### src/rtl/uls_pkg.sv
package uls_pkg;
  parameter int DATA_W = 8;

  typedef struct packed {
    logic brk;
    logic fe;
    logic pe;
  } err_tag_t;

  typedef struct packed {
    logic [DATA_W-1:0] data;
    err_tag_t          tag;
  } rx_entry_t;
endpackage

### src/rtl/uls_rx_fifo.sv
module uls_rx_fifo
  import uls_pkg::*;
#(
  parameter int DEPTH = 16
) (
  input  logic              clk,
  input  logic              rst_n,
  input  logic              push,
  input  logic [DATA_W-1:0] push_data,
  input  err_tag_t          push_tag,
  input  logic              pop,
  output logic              empty,
  output logic              full,
  output logic [DATA_W-1:0] head_data,
  output logic              push_ok,
  output logic              arrive,
  output err_tag_t          arrive_tag,
  output logic              going_empty,
  output logic              tag_none
);
  localparam int PW = (DEPTH > 1) ? $clog2(DEPTH) : 1;
  localparam int CW = $clog2(DEPTH + 1);

  rx_entry_t        mem [DEPTH];
  logic [PW-1:0]    wr_ptr, wr_nxt, rd_ptr, rd_nxt, rd_plus1;
  logic [CW-1:0]    cnt, cnt_nxt, tcnt, tcnt_nxt;
  logic             pop_ok, push_tagged, pop_tagged;

  always_comb begin
    empty       = (cnt == '0);
    full        = (cnt == CW'(DEPTH));
    push_ok     = push & ~full;
    pop_ok      = pop & ~empty;
    push_tagged = push_ok & (|push_tag);
    pop_tagged  = pop_ok & (|mem[rd_ptr].tag);
    rd_plus1    = rd_ptr + PW'(1);
    head_data   = mem[rd_ptr].data;
    // a new character becomes the head: into an empty FIFO, or after a pop
    arrive      = (push_ok & empty) | (pop_ok & ((cnt > CW'(1)) | push_ok));
    arrive_tag  = (cnt <= CW'(1)) ? push_tag : mem[rd_plus1].tag;
    going_empty = pop_ok & ~push_ok & (cnt == CW'(1));
    tag_none    = (tcnt == '0);
    wr_nxt      = push_ok ? wr_ptr + PW'(1) : wr_ptr;
    rd_nxt      = pop_ok ? rd_plus1 : rd_ptr;
    cnt_nxt     = cnt;
    if (push_ok && !pop_ok) cnt_nxt = cnt + CW'(1);
    if (pop_ok && !push_ok) cnt_nxt = cnt - CW'(1);
    tcnt_nxt    = tcnt;
    if (push_tagged && !pop_tagged) tcnt_nxt = tcnt + CW'(1);
    if (pop_tagged && !push_tagged) tcnt_nxt = tcnt - CW'(1);
  end

  always_ff @(posedge clk or negedge rst_n) begin
    if (!rst_n) begin
      wr_ptr <= '0;
      rd_ptr <= '0;
      cnt    <= '0;
      tcnt   <= '0;
    end else begin
      wr_ptr <= wr_nxt;
      rd_ptr <= rd_nxt;
      cnt    <= cnt_nxt;
      tcnt   <= tcnt_nxt;
    end
  end

  always_ff @(posedge clk) begin
    if (push_ok) mem[wr_ptr] <= '{data: push_data, tag: push_tag};
  end


  drop_when_full_chk: assert property (@(posedge clk) disable iff (!rst_n)
    (push && full && !pop) |=> $stable(cnt));

  tag_count_bound_chk: assert property (@(posedge clk) disable iff (!rst_n)
    tcnt <= cnt);

  empty_pop_chk: assert property (@(posedge clk) disable iff (!rst_n)
    (empty && !push) |=> empty);
endmodule

### src/rtl/uls_err_flags.sv
module uls_err_flags
  import uls_pkg::*;
(
  input  logic     clk,
  input  logic     rst_n,
  input  logic     stat_rd,
  input  logic     ovr_evt,
  input  logic     arrive,
  input  err_tag_t arrive_tag,
  input  logic     going_empty,
  input  logic     tag_push,
  input  logic     tag_none,
  output logic     ovr,
  output err_tag_t head_err,
  output logic     rxfe
);
  logic     ovr_nxt, rxfe_nxt;
  err_tag_t head_nxt;

  always_comb begin
    ovr_nxt  = ovr_evt | (ovr & ~stat_rd);
    head_nxt = head_err;
    if (stat_rd || going_empty) head_nxt = '0;
    if (arrive)                 head_nxt = arrive_tag;
    rxfe_nxt = tag_push | (rxfe & ~(stat_rd & tag_none));
  end

  always_ff @(posedge clk or negedge rst_n) begin
    if (!rst_n) begin
      ovr      <= 1'b0;
      head_err <= '0;
      rxfe     <= 1'b0;
    end else begin
      ovr      <= ovr_nxt;
      head_err <= head_nxt;
      rxfe     <= rxfe_nxt;
    end
  end


  overrun_set_chk: assert property (@(posedge clk) disable iff (!rst_n)
    ovr_evt |=> ovr);

  overrun_clear_chk: assert property (@(posedge clk) disable iff (!rst_n)
    (stat_rd && !ovr_evt) |=> !ovr);

  head_clear_chk: assert property (@(posedge clk) disable iff (!rst_n)
    (stat_rd && !arrive) |=> (head_err == '0));

  summary_set_wins_chk: assert property (@(posedge clk) disable iff (!rst_n)
    tag_push |=> rxfe);
endmodule

### src/rtl/uls_tx_flags.sv
module uls_tx_flags (
  input  logic clk,
  input  logic rst_n,
  input  logic thr_wr,
  input  logic thr_load,
  input  logic tsr_busy,
  output logic thre,
  output logic temt
);
  logic thre_nxt;

  always_comb begin
    thre_nxt = thr_load | (thre & ~thr_wr);
    temt     = thre & ~tsr_busy;
  end

  always_ff @(posedge clk or negedge rst_n) begin
    if (!rst_n) thre <= 1'b1;
    else        thre <= thre_nxt;
  end


  hold_write_chk: assert property (@(posedge clk) disable iff (!rst_n)
    (thr_wr && !thr_load) |=> !thre);

  hold_load_wins_chk: assert property (@(posedge clk) disable iff (!rst_n)
    thr_load |=> thre);
endmodule

### src/rtl/uart_line_status.sv
module uart_line_status
  import uls_pkg::*;
#(
  parameter int DEPTH = 16
) (
  input  logic              clk,
  input  logic              rst_n,
  input  logic              rx_valid,
  input  logic [DATA_W-1:0] rx_data,
  input  logic [2:0]        rx_tag,
  input  logic              rx_pop,
  input  logic              stat_rd,
  input  logic              thr_wr,
  input  logic              thr_load,
  input  logic              tsr_busy,
  output logic [DATA_W-1:0] rx_head_data,
  output logic [7:0]        line_status
);
  logic     sync_q1, rst_sync_n;
  logic     empty, full, push_ok, arrive, going_empty, tag_none;
  logic     ovr, rxfe, thre, temt;
  err_tag_t arrive_tag, head_err;

  always_ff @(posedge clk or negedge rst_n) begin
    if (!rst_n) begin
      sync_q1    <= 1'b0;
      rst_sync_n <= 1'b0;
    end else begin
      sync_q1    <= 1'b1;
      rst_sync_n <= sync_q1;
    end
  end

  uls_rx_fifo #(.DEPTH(DEPTH)) u_fifo (
    .clk(clk), .rst_n(rst_sync_n),
    .push(rx_valid), .push_data(rx_data), .push_tag(err_tag_t'(rx_tag)),
    .pop(rx_pop), .empty(empty), .full(full), .head_data(rx_head_data),
    .push_ok(push_ok), .arrive(arrive), .arrive_tag(arrive_tag),
    .going_empty(going_empty), .tag_none(tag_none)
  );

  uls_err_flags u_err (
    .clk(clk), .rst_n(rst_sync_n), .stat_rd(stat_rd),
    .ovr_evt(rx_valid & full), .arrive(arrive), .arrive_tag(arrive_tag),
    .going_empty(going_empty), .tag_push(push_ok & (|rx_tag)),
    .tag_none(tag_none), .ovr(ovr), .head_err(head_err), .rxfe(rxfe)
  );

  uls_tx_flags u_tx (
    .clk(clk), .rst_n(rst_sync_n), .thr_wr(thr_wr), .thr_load(thr_load),
    .tsr_busy(tsr_busy), .thre(thre), .temt(temt)
  );

  assign line_status = {rxfe, temt, thre, head_err.brk, head_err.fe,
                        head_err.pe, ovr, ~empty};


  temt_implies_thre_chk: assert property (@(posedge clk) disable iff (!rst_sync_n)
    line_status[6] |-> line_status[5]);

  summary_held_chk: assert property (@(posedge clk) disable iff (!rst_sync_n)
    !tag_none |-> line_status[7]);
endmodule

### config.mk
export PLATFORM = sky130hd
export DESIGN_NAME = uart_line_status
export DESIGN_NICKNAME = d
export VERILOG_FILES = /design/src/rtl/uls_pkg.sv /design/src/rtl/uls_rx_fifo.sv /design/src/rtl/uls_err_flags.sv /design/src/rtl/uls_tx_flags.sv /design/src/rtl/uart_line_status.sv
export SDC_FILE = /design/constraint.sdc
export NUM_CORES = 1
export LEC_CHECK = 0
export ABC_AREA = 1
export BUFFER_PORTS_ARGS = -buffer_cell sky130_fd_sc_hd__buf_2
export CORE_MARGIN = 8
export CORE_UTILIZATION = 60
export CTS_CLUSTER_DIAMETER = 150
export DETAILED_ROUTE_END_ITERATION = 16
export GPL_TIMING_DRIVEN = 0
export PLACE_DENSITY_LB_ADDON = 0.3
export SLEW_MARGIN = 0
export SYNTH_ARGS = -nofsm -noshare
export SYNTH_HDL_FRONTEND = slang
export SYNTH_HIERARCHICAL = 1
export SYNTH_SLANG_ARGS = --single-unit
### constraint.sdc
create_clock -name clk -period 4.49 [get_ports clk]
set_input_delay 1.347 -clock clk [delete_from_list [all_inputs] [get_ports clk]]
set_output_delay 1.347 -clock clk [all_outputs]
set_load 0.005 [all_outputs]
==> results.sh <==
export IMPL_p_leak_nw=3.82
export IMPL_p_comb_share_pct=38.9
export IMPL_reg2reg_depth=14
export IMPL_clock_sinks=202
export IMPL_syn_inst=806
export IMPL_min_path_type="reg -> reg"
export IMPL_final_area_sq_mm=0.00992
export IMPL_grt_pass1_vias=6110
export IMPL_postPlaceCellArea_sq_mm=0.00925
export IMPL_worstPathRequired_ns=3.14
export IMPL_synthAdderAreaFrac_pct=2.21
export IMPL_htreeDepth=1
export IMPL_critPathLaunchType="flip-flop"
export IMPL_via_per_inst=6.03
export IMPL_ys_flop_type="edfxtp_1"
export IMPL_yosys_area_share_simple_pct=16.2
export IMPL_async_flop_share_pct=12.9
export IMPL_path_class="reg -> out"
export IMPL_fmax_mhz=259
export IMPL_netlist_area_sq_mm=0.00885
export IMPL_synth_cell_types=34
export IMPL_fillCellCount=1047
export IMPL_crit_chain="buf_2, inv_1, clkbuf_1, o21ai_0, o211ai_1, nand3_1, nand2_1, buf_2"
export IMPL_cts_clk_slew_worst_paths_ns=0.06
export IMPL_grt_pass1_wl_microns=33400
export IMPL_synth_top_cell_area_share_pct=59.7
export IMPL_wl_microns=21900
export IMPL_portBuffers=34
export IMPL_setup_viol=0
export IMPL_min_from="sync_q1"
export IMPL_synthesis_area_per_instance_sq_um=11.0
export IMPL_critPathCaptureType="output port"
export IMPL_dieArea_sq_mm=0.0189
export IMPL_final_layout_size_suffix_gt1_share_pct=11.3
export IMPL_swShare_pct=38.8
export IMPL_ys_ff_latch=202
export IMPL_yosysMostFrequentCell="edfxtp_1"
export IMPL_antenna_found_initial=0
export IMPL_syn_to_final_growth_pct=12.1
export IMPL_ctsResizeCount=0
export IMPL_utilization_pct=68.5
export IMPL_grt_setup_unrepaired="no"
export IMPL_muxShareOfSynthArea_pct=0
export IMPL_clockBufferDepth=3
export IMPL_period_share_pct=85.9
export IMPL_rrSetupSlack_ns=1.54
export IMPL_place_congestion=0.890
export IMPL_fin_skew_ns=0.0216
export IMPL_overflow=0
export IMPL_hold_depth=0
export IMPL_syn_num_nets=840
export IMPL_synth_edf_count=176
export IMPL_ios=35
export IMPL_cts_tree="yes"
export IMPL_drtAntennaViolNets=0
export IMPL_max_cap_viol_count=0
export IMPL_pwr_density_cell_mw_per_mm2=686
export IMPL_critPathMaxFanout=10
export IMPL_cpMostUsedCell="buf_2"
export IMPL_row_count=44
export IMPL_min_period_ns=3.86
export IMPL_ys_seq_area_share_pct=67.1
export IMPL_die_w_microns=137
export IMPL_startpoint="u_fifo/rd_ptr[1]"
export IMPL_ys_warn_count=6
export IMPL_path_delay_family="buffers and inverters"
export IMPL_slowest_stage="clkbuf_1"
export IMPL_root_buffer="clkbuf_16"
export IMPL_drc=0
export IMPL_clkPwrFrac_pct=24.7
export IMPL_grt_max_degree=25
export IMPL_synthTopCellsByCount="edfxtp_1 (176), nor2_1 (157), nand2_1 (127)"
export IMPL_post_drt_wl_per_cell_microns=20.6
export IMPL_fin_nets=897
export IMPL_synth_compound_area_share_pct=8.38
export IMPL_coreArea_sq_mm=0.0145
export IMPL_pwr_share_seq_pct=36.4
export IMPL_slowest_delay_ns=0.45
export IMPL_worst_pin_slew_ns=1.20
export IMPL_firstDrtPassIters=7
export IMPL_tns_ns=0
export IMPL_grtUsageTotal_pct=23.4
export IMPL_start_util_pct=61.1
export IMPL_synth_xor_area_share_pct=1.47
export IMPL_place_hpwl_microns=14900
export IMPL_outcome="completed"
export IMPL_vdd_drop_max_mv=0.450
export IMPL_slew_violations=0
export IMPL_slew_headroom_pct=19.4
export IMPL_r2r_start="u_fifo/rd_ptr[1]"
export IMPL_dr_first_iter_drc_count=926
export IMPL_vias=6387
export IMPL_die_h_microns=137
export IMPL_crit_buf_inv=4
export IMPL_synth_largest_area_cell="edfxtp_1"
export IMPL_clk_latency_ns=0.51
export IMPL_synth_top_family_by_area="simple AND/OR/NAND/NOR gates"
export IMPL_ctsHoldBuffers=0
export IMPL_post_cts_buffers=0
export IMPL_worstPathArrival_ns=2.51
export IMPL_cts_buffers=21
export IMPL_hold_end="rst_sync_n"
export IMPL_num_antenna_cells=0
export IMPL_report_final_hold_viol_count=0
export IMPL_ys_top_cells_by_area="edfxtp_1 (60%), dfrtp_1 (7.1%), nor2_1 (6.7%), nand2_1 (5.4%), o21ai_0 (4.8%)"
export IMPL_p_switching_w=0.00264
export IMPL_timing_rr_end="u_fifo/tcnt[4]"
export IMPL_p_int_w=0.00417
==> cells by family after synthesis <==
logic type	count (synthesis)
flops	202
xor+xnor	14
simple gates	356
buf+inv	89
other cells	1
fa+ha+maj	15
compound gates	129
==> routing by layer <==
metal	global-route usage (%)	part of all wire (%)	vias to the layer above	routed length, microns
met5	0	0	-	0
met1	31.0	39	3085	8470
met3	4.60	10	53	2190
met2	37.8	49	348	10700
li1	-	-	2901	-
met4	8.27	2.4	0	533
==> worst register-to-register path: stages, from the launching register on <==
cell	delay, ns
dfrtp_1	0.38
buf_2	0.20
inv_1	0.11
clkbuf_1	0.45
nand3_1	0.17
nand3_1	0.13
a21oi_1	0.10
nor2_1	0.17
ha_1	0.32
ha_1	0.32
a21oi_1	0.15
o21bai_1	0.10
xor2_1	0.15
nand2_1	0.06
nand2_1	0.05
==> power groups by stage <==
| stage | Sequential [W] | Combinational [W] | Clock, W |
|---|---|---|---|
| final | 0.00248 | 0.00265 | 0.00168 |
| after floorplan | 0.00247 | 0.00173 | 0 |
| after global placement | 0.00249 | 0.00245 | 0 |
| after global routing | 0.00250 | 0.00288 | 0.00177 |
| after detailed placement | 0.00251 | 0.00257 | 0 |
| after CTS | 0.00247 | 0.00259 | 0.00170 |
==> through the flow <==
step / worst slack, ns / instances / power [W] / hold WS [ns]
floorplan: 1.59 / 806 / 0.00419 / 0.306
finish: 0.634 / 1060 / 0.00680 / 0.355
global route: 0.479 / 1060 / 0.00715 / 0.373
detailed placement: 1.15 / 1024 / 0.00507 / 0.338
global placement: 1.22 / 1024 / 0.00493 / 0.346
CTS: 0.683 / 1060 / 0.00676 / 0.361
==> layout make-up <==
class	instances	area (sq um)	share of cell area (%)
Clock inverter	8	66.3	0.669
Timing Repair Buffer	34	170	1.72
Inverter	51	191	1.93
Clock buffer	28	603	6.08
Tap cell	184	230	2.32
Buffer	38	213	2.14
Sequential cell	202	5940	59.9
Multi-Input combinational cell	515	2510	25.3
==> worst max path at each step <==
| stage | end | cells after the start |
|---|---|---|
| 2_1_floorplan | u_fifo/tcnt[4] | 11 |
| 3_3_place_gp | u_fifo/tcnt[4] | 12 |
| 3_5_place_dp | u_fifo/tcnt[4] | 12 |
| 4_1_cts | rx_head_data[6] | 8 |
| 5_1_grt | rx_head_data[4] | 8 |
| 6_report | rx_head_data[5] | 8 |
==> state kept, by name, summed over array words and instances (netlist names) <==
| signal | flops |
|---|---|
| u_fifo/mem | 176 |
| u_fifo/wr_ptr | 4 |
| rst_sync_n | 1 |
| u_tx/thre | 1 |
| sync_q1 | 1 |
| u_err/head_err | 3 |
| u_fifo/rd_ptr | 4 |
| u_err/ovr | 1 |
| u_fifo/tcnt | 5 |
| u_fifo/cnt | 5 |
| u_err/rxfe | 1 |
==> placed cells by master, fill, tap and decap left out, types with 3 or more instances in the layout <==
cell type	synthesis	final
clkbuf_16	0	22
xnor2_1	4	4
clkinv_1	1	3
a21oi_1	6	6
o21ai_0	84	84
buf_1	3	3
nand3_1	64	64
nor2_1	157	157
clkbuf_8	0	3
xor2_1	9	9
nand2_1	127	127
buf_2	14	48
inv_2	3	3
dfrtp_1	25	25
ha_1	14	14
o211ai_1	33	33
inv_1	47	47
clkbuf_1	9	12
clkinv_2	0	4
buf_4	10	10
edfxtp_1	176	176
(Power assumes the default switching activity.)
